File: config.mk
export PLATFORM = sky130hd
export DESIGN_NAME = spi_irq_unit
export DESIGN_NICKNAME = d
export VERILOG_FILES = /design/src/rtl/spi_irq_pkg.sv /design/src/rtl/spi_irq_mask.sv /design/src/rtl/spi_irq_status.sv /design/src/rtl/spi_irq_thresh.sv /design/src/rtl/spi_irq_unit.sv
export SDC_FILE = /design/constraint.sdc
export NUM_CORES = 1
export LEC_CHECK = 0
export BUFFER_PORTS_ARGS = -buffer_cell sky130_fd_sc_hd__buf_2
export CAP_MARGIN = 30
export CELL_PAD_IN_SITES_DETAIL_PLACEMENT = 1
export CELL_PAD_IN_SITES_GLOBAL_PLACEMENT = 1
export CORE_MARGIN = 5
export CORE_UTILIZATION = 31
export DETAILED_ROUTE_END_ITERATION = 10
export PLACE_DENSITY_LB_ADDON = 0.1
export RECOVER_POWER = 25
export SLEW_MARGIN = 20
export SYNTH_ARGS = -nofsm -noshare
export SYNTH_HDL_FRONTEND = slang
export SYNTH_HIERARCHICAL = 1
export SYNTH_SLANG_ARGS = --single-unit
export TNS_END_PERCENT = 30
File: constraint.sdc
create_clock -name clk_i -period 6.74 [get_ports clk_i]
set_input_delay 2.022 -clock clk_i [delete_from_list [all_inputs] [get_ports clk_i]]
set_output_delay 2.022 -clock clk_i [all_outputs]
set_load 0.1 [all_outputs]
File: src/rtl/spi_irq_pkg.sv
package spi_irq_pkg;
  localparam int unsigned NUM_BITS = 7;

  localparam int unsigned BIT_FAULT = 1;
  localparam int unsigned BIT_TXLOW = 2;
  localparam int unsigned BIT_TXFUL = 3;
  localparam int unsigned BIT_RXNE  = 4;

  localparam logic [7:0] A_STAT = 8'h04;
  localparam logic [7:0] A_SET  = 8'h08;
  localparam logic [7:0] A_CLR  = 8'h0C;
  localparam logic [7:0] A_MASK = 8'h10;
  localparam logic [7:0] A_THR  = 8'h28;
endpackage

File: src/rtl/spi_irq_mask.sv
module spi_irq_mask #(
  parameter int unsigned N = 7
) (
  input  logic         clk_i,
  input  logic         rst_ni,
  input  logic         set_i,
  input  logic         clr_i,
  input  logic [N-1:0] bits_i,
  output logic [N-1:0] mask_o
);
  for (genvar g = 0; g < N; g++) begin : g_bit
    logic q;
    always_ff @(posedge clk_i or negedge rst_ni) begin
      if (!rst_ni)                 q <= 1'b0;
      else if (set_i && bits_i[g]) q <= 1'b1;
      else if (clr_i && bits_i[g]) q <= 1'b0;
    end
    assign mask_o[g] = q;
  end
endmodule

File: src/rtl/spi_irq_status.sv
module spi_irq_status
  import spi_irq_pkg::*;
(
  input  logic                clk_i,
  input  logic                rst_ni,
  input  logic                fault_i,
  input  logic                clr_i,
  input  logic [NUM_BITS-1:0] clr_bits_i,
  input  logic                tx_low_i,
  input  logic                tx_full_i,
  input  logic                rx_nempty_i,
  output logic [NUM_BITS-1:0] status_o
);
  logic fault_q;

  // new event wins over a clear in the same cycle
  always_ff @(posedge clk_i or negedge rst_ni) begin
    if (!rst_ni)                              fault_q <= 1'b0;
    else if (fault_i)                         fault_q <= 1'b1;
    else if (clr_i && clr_bits_i[BIT_FAULT])  fault_q <= 1'b0;
  end

  always_comb begin
    status_o            = '0;
    status_o[BIT_FAULT] = fault_q;
    status_o[BIT_TXLOW] = tx_low_i;
    status_o[BIT_TXFUL] = tx_full_i;
    status_o[BIT_RXNE]  = rx_nempty_i;
  end
endmodule

File: src/rtl/spi_irq_thresh.sv
module spi_irq_thresh #(
  parameter int unsigned DEPTH = 128,
  localparam int unsigned THR_W = $clog2(DEPTH),
  localparam int unsigned LVL_W = $clog2(DEPTH + 1)
) (
  input  logic             clk_i,
  input  logic             rst_ni,
  input  logic             we_i,
  input  logic [THR_W-1:0] thr_i,
  input  logic [LVL_W-1:0] level_i,
  output logic [THR_W-1:0] thr_o,
  output logic             below_o
);
  logic [THR_W-1:0] thr_q;

  always_ff @(posedge clk_i or negedge rst_ni) begin
    if (!rst_ni)   thr_q <= THR_W'(1);
    else if (we_i) thr_q <= thr_i;
  end

  assign thr_o   = thr_q;
  assign below_o = level_i < LVL_W'(thr_q);
endmodule

File: src/rtl/spi_irq_unit.sv
module spi_irq_unit
  import spi_irq_pkg::*;
#(
  parameter int unsigned DEPTH  = 128,
  parameter int unsigned ADDR_W = 8,
  parameter int unsigned DATA_W = 32,
  localparam int unsigned THR_W = $clog2(DEPTH),
  localparam int unsigned LVL_W = $clog2(DEPTH + 1)
) (
  input  logic              clk_i,
  input  logic              rst_ni,
  input  logic [ADDR_W-1:0] addr_i,
  input  logic [DATA_W-1:0] wdata_i,
  input  logic              we_i,
  output logic [DATA_W-1:0] rdata_o,
  input  logic [LVL_W-1:0]  tx_level_i,
  input  logic              tx_full_i,
  input  logic              rx_nempty_i,
  input  logic              mode_fault_i,
  output logic              irq_o
);
  logic                hit_stat, hit_set, hit_clr, hit_mask, hit_thr;
  logic [NUM_BITS-1:0] mask_q, status_w;
  logic [THR_W-1:0]    thr_w;
  logic                tx_low_w;
  logic                unused_wdata;

  assign hit_stat = addr_i == ADDR_W'(A_STAT);
  assign hit_set  = addr_i == ADDR_W'(A_SET);
  assign hit_clr  = addr_i == ADDR_W'(A_CLR);
  assign hit_mask = addr_i == ADDR_W'(A_MASK);
  assign hit_thr  = addr_i == ADDR_W'(A_THR);

  assign unused_wdata = ^wdata_i;

  spi_irq_mask #(.N(NUM_BITS)) i_mask (
    .clk_i  (clk_i),
    .rst_ni (rst_ni),
    .set_i  (we_i && hit_set),
    .clr_i  (we_i && hit_clr),
    .bits_i (wdata_i[NUM_BITS-1:0]),
    .mask_o (mask_q)
  );

  spi_irq_thresh #(.DEPTH(DEPTH)) i_thresh (
    .clk_i   (clk_i),
    .rst_ni  (rst_ni),
    .we_i    (we_i && hit_thr),
    .thr_i   (wdata_i[THR_W-1:0]),
    .level_i (tx_level_i),
    .thr_o   (thr_w),
    .below_o (tx_low_w)
  );

  spi_irq_status i_status (
    .clk_i       (clk_i),
    .rst_ni      (rst_ni),
    .fault_i     (mode_fault_i),
    .clr_i       (we_i && hit_stat),
    .clr_bits_i  (wdata_i[NUM_BITS-1:0]),
    .tx_low_i    (tx_low_w),
    .tx_full_i   (tx_full_i),
    .rx_nempty_i (rx_nempty_i),
    .status_o    (status_w)
  );

  always_comb begin
    rdata_o = '0;
    if (hit_stat)      rdata_o = DATA_W'(status_w);
    else if (hit_mask) rdata_o = DATA_W'(mask_q);
    else if (hit_thr)  rdata_o = DATA_W'(thr_w);
  end

  assign irq_o = |(status_w & mask_q);
endmodule

==> impl_metrics.toml <==
[outcome]
outcome = "completed"

[cts]
postCtsSetupBuffers = 0
clockBufferDepth = 2
cts-root-buf = "clkbuf_8"
cts_made_buffers = 3
cts_resized = 0
cts.sinks = 15
cts-htree-levels = 1
cts_hold_buffers = 0
clock_latency_ns = 0.25
cts_tree = "yes"
cts.clk_slew.worst_paths_ns = 0.06

[critical_path]
slowest_stage = "or4_4"
critical_path.most_common_cell = "buf_2"
path_cells = "buf_2 -> or4_4 -> nor4_4 -> a221o_1 -> buf_2"
cp-start-kind = "primary input"
crit_required_ns = 4.72
slowest_delay_ns = 0.63
critPathCaptureType = "output pin"
crit_type = "primary input to output pin"
critPathArrivalTime_ns = 3.88
crit_buf_inv = 2
cp_top_family = "simple AND/OR/NAND/NOR gates"
cp_max_fo = 10

[die]
initial_utilization_pct = 32.3
die_y_um = 74.8
io_pins = 87
placementRows = 23
core_mm2 = 0.00403
dieWidth_um = 74.8
die-area_mm2 = 0.00559

[placement]
gp_congestion = 0.720
placed_cells = 217
place_ws_ns = 0.815
portBuffers = 36
dp_hpwl_um = 2660

[synthesis]
ys_warn_count = 6
syn_inst = 147
ys_types = 33
synthesis.area_mm2 = 0.00130
ys_ff_latch = 15
seq_area_frac_synth_pct = 28.9
synth_area_per_cell_um2 = 8.85

[routing]
drc = 0
wirelength_um = 3080
firstDrtPassIters = 4
vias_per_cell = 4.52
drtIter0Drc = 41
routed-via-count = 1000
wl_per_cell_um = 13.9
drtAntennaViolNets = 0

[grt]
antenna_found_initial = 0
grt_pass1_vias = 1024
grt_usage_pct = 11.6
grt_max_degree = 16
grt_overflow_total = 0
grt_pass1_wl_um = 4970

[timing]
rsz0062_at_grt = "false"
final.setup.worst_slack_ns = 0.838
period_minus_slack_ns = 5.90
setup-violations-final = 0
final_max_slew_viol_count = 0
finalCritPeriodShare_pct = 87.6
worst_slew_pin_slew_ns = 0.814
slew_headroom_pct = 45.7
skew_ns = 0
hold_violations = 0
max_freq_ghz = 0.169
setup_tns_ns = 0

[final_layout]
diodes = 0
area_delta_synth_final_pct = 5.48
nNetsFinal = 232
drive_gt1_share_pct = 27.5
fin_cells = 221

[power]
power_density_mw_per_mm2 = 203
ir_worst_vdd_mv = 0.0668
p_leak_nw = 0.725

[run]
drv_cap = 0

[min_path]
hold_path.class = "register to register"
[routing by layer]
metal	track usage [%]	routed length, um	vias up
li1	-	-	498
met1	14.8	1310	459
met2	18.8	1490	38
met3	1.60	209	5
met4	6.52	70	0
met5	0	0	-
[placed cells by master, fill, tap and decap left out, types with 2 or more instances in the layout]
master	instances
ha_1	6
nand2_1	16
conb_1	28
o21ai_0	7
nor4_4	2
clkbuf_1	2
nand3_1	3
nor3_1	8
buf_2	35
nand2b_1	2
a22oi_1	2
inv_1	13
a221o_1	7
dfrtp_1	14
a22o_1	7
clkbuf_8	3
[final timing paths]
check | to | from | cells past startpoint | slack (ns)
setup / recovery | rdata_o[4] | addr_i[1] | 5 | 0.84
hold / removal | i_mask/g_bit[2].q$_DFFE_PN0P_ | i_mask/g_bit[2].q$_DFFE_PN0P_ | 1 | 0.53
setup reg to reg | i_thresh/thr_o[0]$_DFFE_PN1P_ | i_thresh/thr_o[0]$_DFFE_PN1P_ | 1 | 6.00
hold reg to reg | i_mask/g_bit[2].q$_DFFE_PN0P_ | i_mask/g_bit[2].q$_DFFE_PN0P_ | 1 | 0.53
max in group asynchronous | i_mask/g_bit[3].q$_DFFE_PN0P_ | rst_ni | 1 | 4.39
min in group asynchronous | i_thresh/thr_o[6]$_DFFE_PN0P_ | rst_ni | 1 | 1.84
[final cells by class]
| cell class | instances | area, um^2 |
|---|---|---|
| Tap cell | 50 | 62.6 |
| Sequential cell | 15 | 377 |
| Inverter | 13 | 48.8 |
| Timing Repair Buffer | 36 | 179 |
| Multi-Input combinational cell | 103 | 661 |
| Clock buffer | 4 | 45.0 |
| Fill cell | 527 | 2660 |
[where the power goes]
group	total (W)	internal [W]	switching (W)
Clock	0.0000729	0.0000419	0.0000310
Sequential	0.0000996	0.0000956	0.00000395
Combinational	0.000106	0.0000162	0.0000896
[synthesized netlist by cell type, drive strengths merged]
master    n  area (um^2)
clkbuf    1         3.75
a211oi    1         12.5
ha        6         75.1
nand3     3         15.0
nor3b     1         12.5
or3       1         11.3
nand2    16         60.1
a22oi     2         15.0
nor3      8         40.0
and3      1         7.51
a21oi     1         5.00
mux2      1         11.3
inv      13         48.8
dfrtp    14          350
and2      1         6.26
a31oi     1         6.26
a222oi    1         10.0
or4       1         11.3
a22o      7         61.3
nor2b     1         6.26
dfstp     1         26.3
a21o      1         7.51
a221o     7         70.1
nor2      1         3.75
o21ai     7         35.0
nand4bb   1         11.3
conb      2         7.51
nand4     1         6.26
nand2b    2         12.5
buf      41          309
nor4      2         42.5
[sequential cells by signal, summed over array words and instances (netlist names)]
signal            cells
i_thresh/thr_o        7
i_mask/g_bit.q        7
i_status/fault_q      1
[cell families after synthesis]
family,synth area share (%)
fa+ha+maj,5.77
simple gates,18.9
other cells,0.577
buf+inv,27.8
compound gates,17.1
mux,0.865
flops,28.9
[stage by stage]
step                      hold slack, ns  util (%)  total power [W]  area (um^2)
after global placement             0.517      33.0         0.000206         1330
after global routing               0.556      34.1         0.000292         1370
after detailed placement           0.523      33.0         0.000207         1330
after CTS                          0.537      34.1         0.000282         1370
final                              0.535      34.1         0.000278         1370
after floorplan                    0.450         -         0.000204         1400
Note: power is estimated with default switching activity, not from simulation.
